`config.mk`:
```
export PLATFORM = sky130hd
export DESIGN_NAME = stream_word_tx
export DESIGN_NICKNAME = d
export VERILOG_FILES = /design/src/rtl/stream_word_tx.sv
export SDC_FILE = /design/constraint.sdc
export NUM_CORES = 1
export LEC_CHECK = 0
export ABC_AREA = 1
export ABC_CLOCK_PERIOD_IN_PS = 1200
export CAP_MARGIN = 5
export CORE_MARGIN = 2
export CORE_UTILIZATION = 39
export CTS_CLUSTER_SIZE = 24
export DETAILED_ROUTE_END_ITERATION = 12
export PLACE_DENSITY = 0.8
export SLEW_MARGIN = 20
export SYNTH_ARGS = -nofsm -noshare
export SYNTH_HDL_FRONTEND = slang
export SYNTH_SLANG_ARGS = --single-unit
export TNS_END_PERCENT = 30
```
`constraint.sdc`:
```
create_clock -name clk -period 1.2 [get_ports clk]
set_clock_uncertainty 0.1 [all_clocks]
set_input_delay 0.18 -clock clk [delete_from_list [all_inputs] [get_ports clk]]
set_output_delay 0.18 -clock clk [all_outputs]
set_load 0.05 [all_outputs]
```
`src/rtl/stream_word_tx.sv`:
```
module stream_word_tx #(
  parameter int WIDTH = 32
) (
  input  logic             clk,
  input  logic             rst_n,
  input  logic [WIDTH-1:0] word_in,
  input  logic             start,
  output logic [WIDTH-1:0] m_tdata,
  output logic             m_tvalid,
  output logic             m_tlast,
  input  logic             m_tready,
  output logic             done
);

  logic accepted;
  logic stalled;
  logic load;

  assign accepted = m_tvalid & m_tready;
  assign stalled  = m_tvalid & ~m_tready;
  assign load     = start & ~stalled;

  always_ff @(posedge clk or negedge rst_n) begin
    if (!rst_n) begin
      m_tdata  <= '0;
      m_tvalid <= 1'b0;
      m_tlast  <= 1'b0;
      done     <= 1'b0;
    end else begin
      done <= accepted;
      if (load) begin
        m_tdata  <= word_in;
        m_tvalid <= 1'b1;
        m_tlast  <= 1'b1;
      end else if (accepted) begin
        m_tvalid <= 1'b0;
        m_tlast  <= 1'b0;
      end
    end
  end

  AST_LAST_WITH_VALID: assert property (@(posedge clk) disable iff (!rst_n)
    m_tvalid == m_tlast);

  AST_IDLE_LOAD: assert property (@(posedge clk) disable iff (!rst_n)
    (!m_tvalid && start) |=> (m_tvalid && m_tdata == $past(word_in)));

  AST_HOLD_STALL: assert property (@(posedge clk) disable iff (!rst_n)
    (m_tvalid && !m_tready) |=> (m_tvalid && m_tlast && $stable(m_tdata)));

  AST_DROP_AFTER_HS: assert property (@(posedge clk) disable iff (!rst_n)
    (m_tvalid && m_tready && !start) |=> !m_tvalid);

  AST_DONE_FOLLOWS_HS: assert property (@(posedge clk) disable iff (!rst_n)
    (m_tvalid && m_tready) |=> done);

  AST_DONE_ONLY_AFTER_HS: assert property (@(posedge clk) disable iff (!rst_n)
    (m_tvalid && !m_tready) |=> !done);

  AST_BUSY_IGNORE: assert property (@(posedge clk) disable iff (!rst_n)
    (m_tvalid && !m_tready && start) |=> (m_tdata == $past(m_tdata)));

  AST_CHAIN_LOAD: assert property (@(posedge clk) disable iff (!rst_n)
    (m_tvalid && m_tready && start) |=> (m_tvalid && done && m_tdata == $past(word_in)));

endmodule

```
==> metrics.md <==
| Metric | Value |
|---|---|
| Fraction of final layout cells sized beyond drive strength 1 | 28.5% |
| Min Clock Period, post-route | 1.29 ns |
| Number of search-and-repair iterations in the first detailed-routing pass | 4 |
| CP startpoint kind | flip-flop |
| Number of max-cap violations | 0 |
| Setup TNS after final layout | -0.264 ns |
| Cell family with most CP delay | flip-flops |
| # setup viols final | 13 |
| Final nets | 264 |
| Violations in the final reports | setup timing |
| Synthesized instance count | 147 |
| Root buffer selected by CTS | sky130_fd_sc_hd__clkbuf_4 |
| Count of buffering cells on the critical path with inverters included | 2 |
| Switching power as a share of total power | 37.2% |
| Largest stage delay on the critical path | 0.42 ns |
| Length of routed wiring on met1 | 1.55 mm |
| Number of clock buffers inserted by TritonCTS | 5 |
| Type of destination of the critical path | output pin |
| Status | finished with violations |
| CORE AREA | 0.00336 mm^2 |
| Total net switching power | 1.41 mW |
| Clock network latency to the later pin of the worst-skew pair | 0.32 ns |
| Post-synthesis cell area | 0.00137 mm^2 |
| Worst Max-Slew Pin Slew | 0.376 ns |
| Net count after synthesis | 183 |
| CTS tree | yes |
| Final-report max-slew violation count | 0 |
| Starting density of the core | 40.7% |
| Final Worst Setup Slack | -0.0865 ns |
| WP data arrival | 1.01 ns |
| Final-report hold violation count | 0 |
| FF+latch count, synth | 34 |
| Type of the worst setup path | reg2out |
| Cell variety after synth | 9 |
| Site Rows | 21 |
| Worst Path Required | 0.92 ns |
| Seq. cell area | 852 um^2 |
| Via/cell ratio | 4.82 |
| Share of power burned in the clock network | 14.9% |
| Global router's overall resource usage | 20.3% |
| Initial antenna violation count | 0 |
| Routed met3 length | 239 um |
| Antenna fix cells | 0 |
| Remaining global-route overflow | 0 |
| CP max-delay cell | sky130_fd_sc_hd__dfrtp_2 |
| Via count of the first global-routing pass | 1267 |
| Post-Route WL | 4.02 mm |
| CTS H-tree depth | 2 |
| Max clock buf depth | 2 |
| Global-route wire length before repair | 6.13 mm |
| Setup repair after global routing missed its margin | true |
| Register share of total power | 38.9% |
| Growth of design area from synthesis to finish | 94.0% |
| Half-perimeter wire length after placement | 2.70 mm |
| Remaining max-slew budget at the tightest pin | 75.0% |
| Chain of cells forming the critical path | buf_6 > buf_12 |
| Overall die height | 63.2 um |
| Die area | 0.00400 mm^2 |
| Vias after detailed routing | 1320 |
| Count of nets left with antenna violations after detail routing | 0 |
| Period utilization | 107% |
| Mean area per synthesized cell | 9.30 um^2 |
| Setup slack, reg-to-reg | -0.02 ns |
| Peak fanout along the critical path | 3 |
| Detailed router's first-iteration violation count | 55 |
| Total internal power | 2.39 mW |
| Post-layout power | 3.80 mW |
| Min-delay worst type | in2async |
| Portion of the post-synthesis area used by sequential elements | 62.2% |
| Area used by multi-input combinational logic | 443 um^2 |
| Max IR drop VDD | 0.824 mV |
| Clock-pin slew on the worst setup and hold paths | 0.10 ns |
| Fillers | 226 |
| RePlAce Congestion | 0.739 |
| Max layer used | met4 |
| PortBufs | 70 |
| CP Depth | 2 |
| Amount of wire on met2 after detailed routing | 2.10 mm |
| Chip Width | 63.2 um |
| Power density normalized to cell area | 1430 mW/mm^2 |
| Pin count of the biggest net entering global routing | 34 |
| Clk sinks | 34 |
| Count of yosys warnings during synthesis | 0 |
| Detailed-route wire length per cell | 14.7 um |
| Drt drc | 0 |
| Depth of the most critical reg-to-reg path | 6 |
| Leakage power | 1.31 nW |
| Achievable frequency | 0.777 GHz |
| Combinational cell fraction of total power | 46.2% |
| Num ports | 71 |
==> cell usage after synthesis <==
| cell type | instances | area, um^2 |
|---|---|---|
| sky130_fd_sc_hd__inv_1 | 1 | 3.75 |
| sky130_fd_sc_hd__buf_2 | 6 | 30.0 |
| sky130_fd_sc_hd__nand2_1 | 66 | 248 |
| sky130_fd_sc_hd__dfrtp_1 | 34 | 851 |
| sky130_fd_sc_hd__nand3_1 | 32 | 160 |
| sky130_fd_sc_hd__buf_6 | 3 | 33.8 |
| sky130_fd_sc_hd__nand2_4 | 2 | 22.5 |
| sky130_fd_sc_hd__buf_4 | 2 | 15.0 |
| sky130_fd_sc_hd__inv_2 | 1 | 3.75 |
==> final cells by class <==
type                            count  share of cell area [%]
Clock buffer                        5                    1.42
Clock inverter                      2                   0.377
Inverter                            2                   0.283
Multi-Input combinational cell    100                    16.7
Sequential cell                    34                    32.1
Tap cell                           46                    2.17
Timing Repair Buffer               85                    46.9
==> path summary, 6_finish.rpt <==
path | from | to
max reg2reg | m_tlast$_DFFE_PN0P_ | m_tdata[31]$_DFFE_PN0P_
min | rst_n | m_tdata[19]$_DFFE_PN0P_
max in group asynchronous | rst_n | m_tlast$_DFFE_PN0P_
max | m_tlast$_DFFE_PN0P_ | m_tvalid
min reg2reg | m_tdata[16]$_DFFE_PN0P_ | m_tdata[16]$_DFFE_PN0P_
min in group clk | word_in[9] | m_tdata[9]$_DFFE_PN0P_
==> cell families (layout without fill, tap and decap cells) <==
family / after synthesis / in the layout / synth area share (%)
AND/OR/NAND/NOR: 100 / 100 / 31.5
buffers and inverters: 13 / 94 / 6.31
flip-flops: 34 / 34 / 62.2
==> worst register-to-register path: stages, from the launching register on <==
cell,delay [ns]
sky130_fd_sc_hd__dfrtp_2,0.42
sky130_fd_sc_hd__buf_4,0.14
sky130_fd_sc_hd__nand2_4,0.08
sky130_fd_sc_hd__nand2_4,0.08
sky130_fd_sc_hd__buf_12,0.15
sky130_fd_sc_hd__nand2_1,0.07
sky130_fd_sc_hd__nand2_1,0.08
==> stage by stage <==
stage | worst slack, ns | instance area, um^2 | utilization, % | hold WS, ns | cells
after floorplan | 0.0202 | 1370 | - | -0.216 | 147
after global placement | -0.134 | 2500 | 74.4 | -0.000630 | 258
after detailed placement | -0.199 | 2500 | 74.4 | 0.00773 | 258
after CTS | -0.0995 | 2570 | 76.4 | 0.190 | 267
after global routing | -0.133 | 2650 | 78.9 | 0.202 | 274
final | -0.0865 | 2650 | 78.9 | 0.184 | 274
==> power by group through the flow <==
| stage | Clock [mW] | Combinational [mW] | Sequential (mW) |
|---|---|---|---|
| floorplan | 0 | 0.235 | 1.96 |
| global placement | 0 | 1.66 | 1.49 |
| detailed placement | 0 | 1.69 | 1.50 |
| CTS | 0.575 | 1.70 | 1.47 |
| global route | 0.629 | 1.83 | 1.49 |
| finish | 0.567 | 1.76 | 1.48 |
==> state kept, by name, summed over array words and instances (netlist names) <==
| register | cells |
|---|---|
| m_tdata | 32 |
| m_tlast | 1 |
| done | 1 |
==> metal layers <==
layer  vias up  track usage (%)
li1        627                -
met1       627             25.0
met2        54             33.0
met3        12             6.43
met4         0             8.70
met5         -                0
==> placed cells by master (no fill, tap or decap), drive strengths merged <==
cell	instances
dfrtp	34
inv	2
clkdlybuf4s50	34
nand3	32
clkinv	2
nand2	68
dlygate4sd3	1
buf	49
clkbuf	6
==> timing repair <==
action | CTS | global route
gates cloned | 0 | 1
endpoints found under the setup margin | 21 | 59
pin swaps | 1 | 0
resized for setup | 1 | 4
hold endpoints to repair | 34 | 0
setup buffers | 1 | 6
hold buffers | 1 | 0
No activity file was read; power rests on OpenSTA's default activity.
